==> src/rtl/rxq_pkg.sv <==
package rxq_pkg;
  localparam int DATA_W = 8;

  typedef struct packed {
    logic              brk;
    logic              frm;
    logic              par;
    logic [DATA_W-1:0] data;
  } rxq_entry_t;

  typedef struct packed {
    logic push;
    logic pop;
    logic flush;
  } rxq_strobe_t;
endpackage

==> src/rtl/rxq_store.sv <==
module rxq_store
  import rxq_pkg::*;
#(
  parameter int DEPTH = 16,
  localparam int PTR_W = $clog2(DEPTH),
  localparam int CNT_W = $clog2(DEPTH + 1)
) (
  input  logic             clk,
  input  logic             rstN,
  input  rxq_strobe_t      stb,
  input  rxq_entry_t       wrEntry,
  output logic [CNT_W-1:0] count,
  output rxq_entry_t       head,
  output logic             errAny
);
  rxq_entry_t       mem [DEPTH];
  logic [PTR_W-1:0] wrPtr, rdPtr;
  logic [CNT_W-1:0] errCount;
  logic             wrErr, headErr;

  assign wrErr   = wrEntry.par | wrEntry.frm | wrEntry.brk;
  assign head    = (count != '0) ? mem[rdPtr] : '0;
  assign headErr = head.par | head.frm | head.brk;
  assign errAny  = (errCount != '0);

  always_ff @(posedge clk) begin
    if (stb.push) mem[wrPtr] <= wrEntry;
  end

  always_ff @(posedge clk or negedge rstN) begin
    if (!rstN) begin
      wrPtr    <= '0;
      rdPtr    <= '0;
      count    <= '0;
      errCount <= '0;
    end else if (stb.flush) begin
      wrPtr    <= '0;
      rdPtr    <= '0;
      count    <= '0;
      errCount <= '0;
    end else begin
      if (stb.push) wrPtr <= wrPtr + 1'b1;
      if (stb.pop)  rdPtr <= rdPtr + 1'b1;
      case ({stb.push, stb.pop})
        2'b10:   count <= count + 1'b1;
        2'b01:   count <= count - 1'b1;
        default: count <= count;
      endcase
      errCount <= errCount + CNT_W'(stb.push & wrErr) - CNT_W'(stb.pop & headErr);
    end
  end

  AST_COUNT_BOUND: assert property (@(posedge clk) disable iff (!rstN)
    count <= CNT_W'(DEPTH));
  AST_FLUSH_EMPTY: assert property (@(posedge clk) disable iff (!rstN)
    stb.flush |=> count == '0);
  AST_PUSHPOP_KEEP: assert property (@(posedge clk) disable iff (!rstN)
    (stb.push && stb.pop && !stb.flush) |=> $stable(count));
endmodule

==> src/rtl/rxq_ctrl.sv <==
module rxq_ctrl
  import rxq_pkg::*;
#(
  parameter int DEPTH      = 16,
  parameter int FB_W       = 4,
  parameter int TICK_LOG2  = 4,
  parameter int CHARS_LOG2 = 2,
  localparam int CNT_W = $clog2(DEPTH + 1),
  localparam int SHIFT = TICK_LOG2 + CHARS_LOG2,
  localparam int TMR_W = FB_W + SHIFT
) (
  input  logic             clk,
  input  logic             rstN,
  input  logic             pushValid,
  input  logic             pushErr,
  input  logic             popReq,
  input  logic             flushReq,
  input  logic             statusRead,
  input  logic             baudTick,
  input  logic [FB_W-1:0]  frameBits,
  input  logic [1:0]       trigCode,
  input  logic             dmaMode,
  input  logic [CNT_W-1:0] count,
  input  logic             errAny,
  output rxq_strobe_t      stb,
  output logic             overrun,
  output logic             errSummary,
  output logic             trigHit,
  output logic             timeoutFlag,
  output logic             rxReady
);
  logic             empty, full, drop, rdyLatch;
  logic [CNT_W-1:0] trigLevel;
  logic [TMR_W-1:0] tmr, tmrNext, limit;

  assign empty = (count == '0);
  assign full  = (count == CNT_W'(DEPTH));

  always_comb begin
    stb.flush = flushReq;
    stb.pop   = popReq & ~empty & ~flushReq;
    stb.push  = pushValid & (~full | stb.pop) & ~flushReq;
    drop      = pushValid & full & ~stb.pop & ~flushReq;
  end

  always_comb begin
    case (trigCode)
      2'd0:    trigLevel = CNT_W'(1);
      2'd1:    trigLevel = CNT_W'(4);
      2'd2:    trigLevel = CNT_W'(8);
      default: trigLevel = CNT_W'(14);
    endcase
  end
  assign trigHit = (count >= trigLevel);

  assign limit   = TMR_W'(frameBits) << SHIFT;
  assign tmrNext = tmr + 1'b1;

  always_ff @(posedge clk or negedge rstN) begin
    if (!rstN) begin
      tmr         <= '0;
      timeoutFlag <= 1'b0;
    end else if (stb.flush || empty || stb.pop) begin
      tmr         <= '0;
      timeoutFlag <= 1'b0;
    end else if (stb.push && !timeoutFlag) begin
      tmr <= '0;
    end else if (baudTick && !timeoutFlag) begin
      tmr <= tmrNext;
      if (tmrNext >= limit) timeoutFlag <= 1'b1;
    end
  end

  always_ff @(posedge clk or negedge rstN) begin
    if (!rstN) begin
      overrun    <= 1'b0;
      errSummary <= 1'b0;
      rdyLatch   <= 1'b0;
    end else begin
      if (drop)            overrun <= 1'b1;
      else if (statusRead) overrun <= 1'b0;
      if (stb.push && pushErr)        errSummary <= 1'b1;
      else if (statusRead && !errAny) errSummary <= 1'b0;
      if (empty)                        rdyLatch <= 1'b0;
      else if (trigHit || timeoutFlag)  rdyLatch <= 1'b1;
    end
  end

  assign rxReady = dmaMode ? (~empty & (rdyLatch | trigHit | timeoutFlag)) : ~empty;

  AST_OVERRUN_ON_FULL: assert property (@(posedge clk) disable iff (!rstN)
    (pushValid && full && !popReq && !flushReq) |=> overrun);
  AST_OVERRUN_ONLY_FULL: assert property (@(posedge clk) disable iff (!rstN)
    (!overrun && !full) |=> !overrun);
  AST_TIMEOUT_NONEMPTY: assert property (@(posedge clk) disable iff (!rstN)
    timeoutFlag |-> !empty);
  AST_ERRSUM_HOLD: assert property (@(posedge clk) disable iff (!rstN)
    errAny |-> errSummary);
  AST_TRIG_REQUEST: assert property (@(posedge clk) disable iff (!rstN)
    trigHit |-> rxReady);
endmodule

==> src/rtl/rxq_buffer.sv <==
module rxq_buffer
  import rxq_pkg::*;
#(
  parameter int DEPTH = 16,
  parameter int FB_W  = 4
) (
  input  logic              clk,
  input  logic              rstN,
  input  logic              pushValid,
  input  logic [DATA_W-1:0] pushData,
  input  logic              pushPar,
  input  logic              pushFrm,
  input  logic              pushBrk,
  input  logic              popReq,
  input  logic              statusRead,
  input  logic              flush,
  input  logic              baudTick,
  input  logic [FB_W-1:0]   frameBits,
  input  logic [1:0]        trigCode,
  input  logic              dmaMode,
  output logic [DATA_W-1:0] headData,
  output logic              headPar,
  output logic              headFrm,
  output logic              headBrk,
  output logic              dataReady,
  output logic              overrun,
  output logic              errSummary,
  output logic              trigHit,
  output logic              timeoutFlag,
  output logic              rxReady
);
  localparam int CNT_W = $clog2(DEPTH + 1);

  rxq_strobe_t      stb;
  rxq_entry_t       wrEntry, head;
  logic [CNT_W-1:0] count;
  logic             errAny;

  always_comb begin
    wrEntry.brk  = pushBrk;
    wrEntry.frm  = pushFrm;
    wrEntry.par  = pushPar;
    wrEntry.data = pushBrk ? '0 : pushData;
  end

  rxq_ctrl #(.DEPTH(DEPTH), .FB_W(FB_W)) uCtrl (
    .clk(clk), .rstN(rstN), .pushValid(pushValid),
    .pushErr(pushPar | pushFrm | pushBrk), .popReq(popReq),
    .flushReq(flush), .statusRead(statusRead), .baudTick(baudTick),
    .frameBits(frameBits), .trigCode(trigCode), .dmaMode(dmaMode),
    .count(count), .errAny(errAny), .stb(stb), .overrun(overrun),
    .errSummary(errSummary), .trigHit(trigHit),
    .timeoutFlag(timeoutFlag), .rxReady(rxReady)
  );

  rxq_store #(.DEPTH(DEPTH)) uStore (
    .clk(clk), .rstN(rstN), .stb(stb), .wrEntry(wrEntry),
    .count(count), .head(head), .errAny(errAny)
  );

  assign headData  = head.data;
  assign headPar   = head.par;
  assign headFrm   = head.frm;
  assign headBrk   = head.brk;
  assign dataReady = (count != '0);
endmodule

==> config.mk <==
export PLATFORM = sky130hd
export DESIGN_NAME = rxq_buffer
export DESIGN_NICKNAME = d
export VERILOG_FILES = /design/src/rtl/rxq_pkg.sv /design/src/rtl/rxq_store.sv /design/src/rtl/rxq_ctrl.sv /design/src/rtl/rxq_buffer.sv
export SDC_FILE = /design/constraint.sdc
export NUM_CORES = 1
export LEC_CHECK = 0
export ABC_AREA = 1
export BUFFER_PORTS_ARGS = -buffer_cell sky130_fd_sc_hd__buf_2
export CAP_MARGIN = 20
export CORE_AREA = 2 2 118 143
export CTS_CLUSTER_DIAMETER = 80
export DETAILED_ROUTE_END_ITERATION = 8
export DIE_AREA = 0 0 120 145
export PLACE_DENSITY = 0.77
export SYNTH_ARGS = -nofsm -noshare
export SYNTH_HDL_FRONTEND = slang
export SYNTH_HIERARCHICAL = 1
export SYNTH_SLANG_ARGS = --single-unit
export TNS_END_PERCENT = 20
==> constraint.sdc <==
create_clock -name clk -period 7.6 [get_ports clk]
set_input_delay 0.38 -clock clk [delete_from_list [all_inputs] [get_ports clk]]
set_output_delay 0.38 -clock clk [all_outputs]
set_load 0.02 [all_outputs]
# Yosys cells after proc, flatten, opt, wreduce, memory -nomap -nowiden
# Memory sizes are Yosys's and may differ from the RTL's.
# Index checks and enable logic that the tools add are counted.
# classes
n_addsub,7
magnitude_cmp,2
eq_ne,6
muxes,26
bitwise_logic,21
reduce_logical,23
# ops
op,count
10-bit 2-to-1 mux,3
4-bit 2-to-1 mux,4
2-bit nonzero test,7
1-bit 2-to-1 mux,13
4-bit one-hot mux with 3 select lines,1
11-bit 2-to-1 mux,1
10-bit by 1-bit adder with 10-bit output (second input constant),1
1-bit AND,10
10-bit greater-or-equal comparator,1
5-bit 2-to-1 mux,2
5-bit one-hot mux with 2 select lines,1
5-bit nonzero test,2
4-bit by 1-bit adder with 4-bit output (second input constant),2
8-bit 2-to-1 mux,1
1-bit bitwise OR,7
3-bit nonzero test,2
5-bit by 1-bit adder with 5-bit output (second input constant),1
5-bit adder,1
5-bit == test (second input constant),1
5-bit by 4-bit greater-or-equal comparator with 1-bit output,1
5-bit zero test,1
5-bit by 1-bit subtractor with 5-bit output (second input constant),1
5-bit subtractor,1
2-bit by 1-bit == test with 1-bit output (second input constant),2
8 further kinds,18
# totals
regBits,32
ramBits,176
in_bits,25
memories,1
# memory_table
memory,depth,word_bits,rd,rd_clocked_by_memory_dff,write_ports,line_no,text
uStore.mem,16,11,1,0,1,rxq_store.sv:16,rxq_entry_t mem [DEPTH];

# Logic depth before layout (Yosys ltp)
# logic_depth
depth_word,11
ltp_mapped,24

# Cells and area by module
# The synthesis kept the hierarchy.
# by_module_without_submodules
module,instances,cells_per_inst,area_per_inst_um2
rxq_store,1,652,8176.6
rxq_ctrl,1,167,1174.9
rxq_buffer,1,24,101.3

# Worst setup path before layout
# No wires, ideal clock.
# synth_timing
kind,reg2reg
from,reg uStore.rdPtr[1]
to,reg uStore.errCount[4]
setup_ns,0.133
arrival_time_ns,2.580
slack_ns,4.887
path_stages_with_launch,24
period_less_slack_ns,2.713
path_cell_list,dfrtp_1 buf_4 inv_4 buf_4 nand3_1 nand3_1 nand2_1 nand2_1 nand2_1 nand2_1 nand3_1 nand2_1 inv_1 ha_1 inv_1 ha_1 fa_1 nand2_1 inv_1 nor2_1 nor2_1 nor2_1 xor2_1 nor2_1
# synth_via
elab_chain_cells,7
# synth_lines
item,line_no,text
"start, declared",rxq_store.sv:17,"logic [PTR_W-1:0] wrPtr, rdPtr;"
"start signal, assigned",rxq_store.sv:43,if (stb.pop) rdPtr <= rdPtr + 1'b1;
memory 16 x 11 bit (*),-,
11-bit 2-to-1 mux (*),rxq_store.sv:22,assign head = (count != '0) ? mem[rdPtr] : '0;
1-bit bitwise OR,rxq_store.sv:23,assign headErr = head.par | head.frm | head.brk;
1-bit bitwise OR (*),rxq_store.sv:23,
1-bit AND (*),rxq_store.sv:49,errCount <= errCount + CNT_W'(stb.push & wrErr) - CNT_W'(stb.pop & headErr);
5-bit subtractor (*),rxq_store.sv:49,
5-bit 2-to-1 mux (*),rxq_store.sv:36,end else if (stb.flush) begin
"end signal, assigned",rxq_store.sv:49,
"end, declared",rxq_store.sv:18,logic [CNT_W-1:0] errCount;
# Mark *: on every way between the ends. The rest lies on a longest branch, timed or not.
# A chain may end at the register's enable or synchronous reset.

# Worst setup path after layout
# layout_timing
from,reg uStore.rdPtr[2]
to,reg uStore.errCount[4]
# The elaborated chain is that of the path after synthesis.

==> tab_implementation.tex <==
\begin{tabular}{lr}
\hline
Metric & Value \\
\hline
\multicolumn{2}{l}{\textbf{Critical path}} \\
\quad Worst endpoint required time & 7.96 ns \\
\quad Kind of start point of the critical path & flip-flop \\
\quad Cell with the largest stage delay on the worst path & sky130\_fd\_sc\_hd\_\_dfrtp\_1 \\
\quad Slowest cell delay on critical path & 1.00 ns \\
\quad Kind of end point of the critical path & flip-flop \\
\quad Crit path top cell by count & sky130\_fd\_sc\_hd\_\_nand2\_1 \\
\quad Arrival time at the worst endpoint & 4.43 ns \\
\quad Sequence of cells on the critical path & inv\_1 -> nand3\_1 -> nand2\_1 -> nand2\_1 -> nand2\_1 -> nand2\_1 -> nand3\_1 -> nand2\_1 -> inv\_1 -> ha\_1 -> inv\_1 -> ha\_1 -> fa\_1 -> nand2\_1 -> inv\_1 -> nor2\_1 -> nor2\_1 -> nor2\_1 -> xor2\_1 -> nor2\_1 \\
\quad Peak fanout along the critical path & 25 \\
\quad Type of the worst setup path & reg2reg \\
\multicolumn{2}{l}{\textbf{Floorplan}} \\
\quad Core Region & $\sim$0.016 sq mm \\
\quad I/O pin total & 42 \\
\quad Chip width & 120 um \\
\quad Full die area & 0.0174 sq mm \\
\quad Initial Util & 59.0\% \\
\quad Std-Cell Rows & 51 \\
\quad Die outline height & 145 um \\
\multicolumn{2}{l}{\textbf{Status}} \\
\quad Result of the run & finished clean \\
\multicolumn{2}{l}{\textbf{CTS}} \\
\quad Clock-pin transition on the worst setup and hold timing paths & about 0.06 ns \\
\quad Root cell of the clock tree & sky130\_fd\_sc\_hd\_\_clkbuf\_16 \\
\quad Post-CTS Setup Bufs & 0 \\
\quad Clock buffers created by TritonCTS & 20 \\
\quad Clock latency on the worst-skew pair & 0.50 ns \\
\quad TritonCTS clock tree & done \\
\quad Number of gates given a new drive strength after cts & 0 \\
\quad Clock sinks & 208 \\
\quad Hold bufs inserted after CTS & 1 \\
\quad Deepest level of the CTS H-tree & 1 \\
\quad Maximum buffer depth of the clock tree & 3 \\
\multicolumn{2}{l}{\textbf{Timing}} \\
\quad Min Clock Period, post-route & 4.06 ns \\
\quad Number of endpoints with negative hold slack in the final report & 0 \\
\quad Clock skew after layout & approximately 0.017 ns \\
\quad Max-slew violation count & 0 \\
\quad RSZ-0062 raised after global routing & no \\
\quad Slew of the pin with the lowest slew margin & between 1 and 1.5 ns \\
\quad Aggregate negative setup slack & 0 ns \\
\quad Final cycle utilization of the critical path & 53.5\% \\
\quad Highest Clock Rate & between 200 and 250 MHz \\
\quad Final setup fails & 0 \\
\quad Fin Hold WS & 0.184 ns \\
\quad Final Worst Setup Slack & 3.54 ns \\
\quad Worst relative slew slack & around 25\% \\
\multicolumn{2}{l}{\textbf{Global routing}} \\
\quad Via count of the first global-routing pass & 6334 \\
\quad All-layer global routing usage & 23.9\% \\
\quad Overflow left after global routing & 0 \\
\quad Global-route wire length before repair & 32.5 mm \\
\quad Pin count of the biggest net entering global routing & 92 \\
\quad Number of antenna violations at the first check in global routing & 0 \\
\multicolumn{2}{l}{\textbf{Cells and area}} \\
\quad Total number of nets in the final design & 936 \\
\quad Number of antenna repair diodes & 0 \\
\quad Area growth, synth to finish & 10.1\% \\
\quad Layout cells sized above 1 & 12.1\% \\
\quad Final core utilization & 65.0\% \\
\multicolumn{2}{l}{\textbf{Synth}} \\
\quad Largest area contributor in the netlist & sky130\_fd\_sc\_hd\_\_edfxtp\_1 \\
\quad Fraction of post-synthesis cell area in the top cell type by area & 55.9\% \\
\quad Fraction of the yosys area taken by sequential cells & 64.4\% \\
\quad Synthesis warning total & 6 \\
\quad Count of different cell masters after synthesis & 43 \\
\quad Yosys reg bits & 208 \\
\quad Syn Nets & 894 \\
\quad Mapped Area & 0.00945 sq mm \\
\quad Post-Syn Instances & 843 \\
\quad Biggest area contributors in the synthesized netlist & sky130\_fd\_sc\_hd\_\_edfxtp\_1, sky130\_fd\_sc\_hd\_\_dfrtp\_1, sky130\_fd\_sc\_hd\_\_nand2\_1, sky130\_fd\_sc\_hd\_\_nor2\_1, sky130\_fd\_sc\_hd\_\_nand3\_1 \\
\quad Synthesized area per cell & 11.2 sq um \\
\multicolumn{2}{l}{\textbf{Drt}} \\
\quad Remaining antenna violation count after routing & 0 \\
\quad Post-detailed-route via-to-cell ratio & 5.84 \\
\quad Remaining design rule violation count & 0 \\
\quad WL final & between 20 and 25 mm \\
\quad Total number of vias & 6490 \\
\quad Average wire per cell in the routed design & about 19 um \\
\quad Initial detailed-routing violation count & 621 \\
\quad Initial DRT Pass Iterations & 5 \\
\multicolumn{2}{l}{\textbf{Min path}} \\
\quad Worst min-delay path class & in2reg \\
\multicolumn{2}{l}{\textbf{Placed design}} \\
\quad Last weighted congestion value of the routability-driven placer & 0.872 \\
\quad Detailed placement HPWL & 12.4 mm \\
\quad Count of input and output buffers & 41 \\
\quad Placement Setup Slack & $\sim$3.6 ns \\
\multicolumn{2}{l}{\textbf{Pwr}} \\
\quad LEAKAGE & 4.08 nW \\
\quad Pwr dens & 295 mW/mm\^{}2 \\
\quad Clk pwr share & 31.3\% \\
\quad Internal portion of total power & 2.09 mW \\
\quad Highest ir drop seen on vdd & roughly 0.00024 V \\
\quad Switching share of power & 32.0\% \\
\quad Switching pwr & 0.983 mW \\
\quad Overall power of the completed layout & 3.07 mW \\
\quad Proportion of power drawn by combinational gates & 25.7\% \\
\quad Share of total power in sequential cells & 43.0\% \\
\multicolumn{2}{l}{\textbf{Run}} \\
\quad Total of max-cap violations & 0 \\
\hline
\end{tabular}
-- power by group through the flow --
stage	logic, mW	registers, mW	clock network, mW
6_report	0.790	1.32	0.960
5_1_grt	0.879	1.32	1.02
4_1_cts	0.786	1.32	0.976
3_5_place_dp	0.777	1.34	0
3_3_place_gp	0.759	1.34	0
2_1_floorplan	0.599	1.34	0
-- area by class of cell --
cell class                 instances  area (sq um)
timing repair buffer              59           362
multi-input combinational        522          2770
clock inverter                    12           123
inverter                          74           288
fill                            1185          5610
tap                              212           265
sequential                       208          6090
clock buffer                      24           515
-- critical path: cells and delay by family, from the launching register on --
family,cells,cell delay (ns)
fa+ha+maj,3,0.83
simple gates,12,1.07
flops,1,1.00
buf+inv,4,0.87
xor+xnor,1,0.17
-- Yosys cell counts, drive strengths merged --
cell / instances
or2: 1
nand4: 8
a211oi: 2
nor2: 123
a21o: 1
buf: 34
edfxtp: 176
a21oi: 19
o31ai: 2
ha: 24
o21a: 2
nand3: 75
dfrtp: 32
nor3: 6
xor2: 5
fa: 2
clkbuf: 5
nand2: 138
xnor2: 3
o21bai: 1
o221ai: 32
a32o: 1
o22ai: 2
inv: 74
o21ai: 74
a22o: 1
-- metrics by stage --
stage	cell area (sq um)	cells
after floorplan	9450	843
after global placement	9670	1064
after detailed placement	9680	1065
after CTS	10300	1102
after global routing	10400	1111
final	10400	1111
-- placed cells by master, fill, tap and decap left out, types with 5 or more instances in the layout --
cell type	count
sky130_fd_sc_hd__edfxtp_1	176
sky130_fd_sc_hd__nand2_1	134
sky130_fd_sc_hd__nor2_1	117
sky130_fd_sc_hd__nand3_1	73
sky130_fd_sc_hd__inv_1	70
sky130_fd_sc_hd__o21ai_0	67
sky130_fd_sc_hd__buf_2	41
sky130_fd_sc_hd__o221ai_1	32
sky130_fd_sc_hd__dfrtp_1	31
sky130_fd_sc_hd__ha_1	24
sky130_fd_sc_hd__clkbuf_16	20
sky130_fd_sc_hd__a21oi_1	19
sky130_fd_sc_hd__buf_4	12
sky130_fd_sc_hd__nand4_1	7
sky130_fd_sc_hd__o21ai_1	6
sky130_fd_sc_hd__xor2_1	5
sky130_fd_sc_hd__buf_6	5
-- worst paths after layout --
path                                                     end                    startpoint  slack [ns]  cells past startpoint
min in group asynchronous           uCtrl/tmr[8]$_DFFE_PN0P_                          rstN        0.49                      2
worst max register to register  uStore/errCount[4]$_DFF_PN0_   uStore/rdPtr[2]$_DFFE_PN0P_        3.54                     20
worst min-delay path               uCtrl/overrun$_DFFE_PN0P_                     pushValid        0.18                      2
worst max-delay path            uStore/errCount[4]$_DFF_PN0_   uStore/rdPtr[2]$_DFFE_PN0P_        3.54                     20
max in group asynchronous        uStore/rdPtr[0]$_DFFE_PN0P_                          rstN        6.59                      2
worst min register to register  uCtrl/errSummary$_DFFE_PN0P_  uCtrl/errSummary$_DFFE_PN0P_        0.52                      2
-- flip-flops by register name, indices dropped and copies added (netlist names) --
register,count
uCtrl/rdyLatch,1
uCtrl/errSummary,1
uStore/wrPtr,4
uCtrl/timeoutFlag,1
uStore/count,5
uStore/mem,176
uStore/rdPtr,4
uCtrl/overrun,1
uCtrl/tmr,10
uStore/errCount,5
-- per-layer routing --
layer	global-route usage, %	routed length, um
met5	0	0
met4	8.24	550
met3	3.38	1310
met2	41.2	10700
met1	30.9	8190
-- cell families (layout without fill, tap and decap cells) --
| logic type | count (synthesis) | count (layout) | share of synthesized area, % |
|---|---|---|---|
| flops | 208 | 208 | 64.4 |
| simple gates | 351 | 351 | 16.1 |
| xor+xnor | 8 | 8 | 0.741 |
| fa+ha+maj | 26 | 26 | 3.60 |
| compound gates | 137 | 137 | 8.89 |
| buf+inv | 113 | 169 | 6.31 |
(Power assumes the default switching activity.)
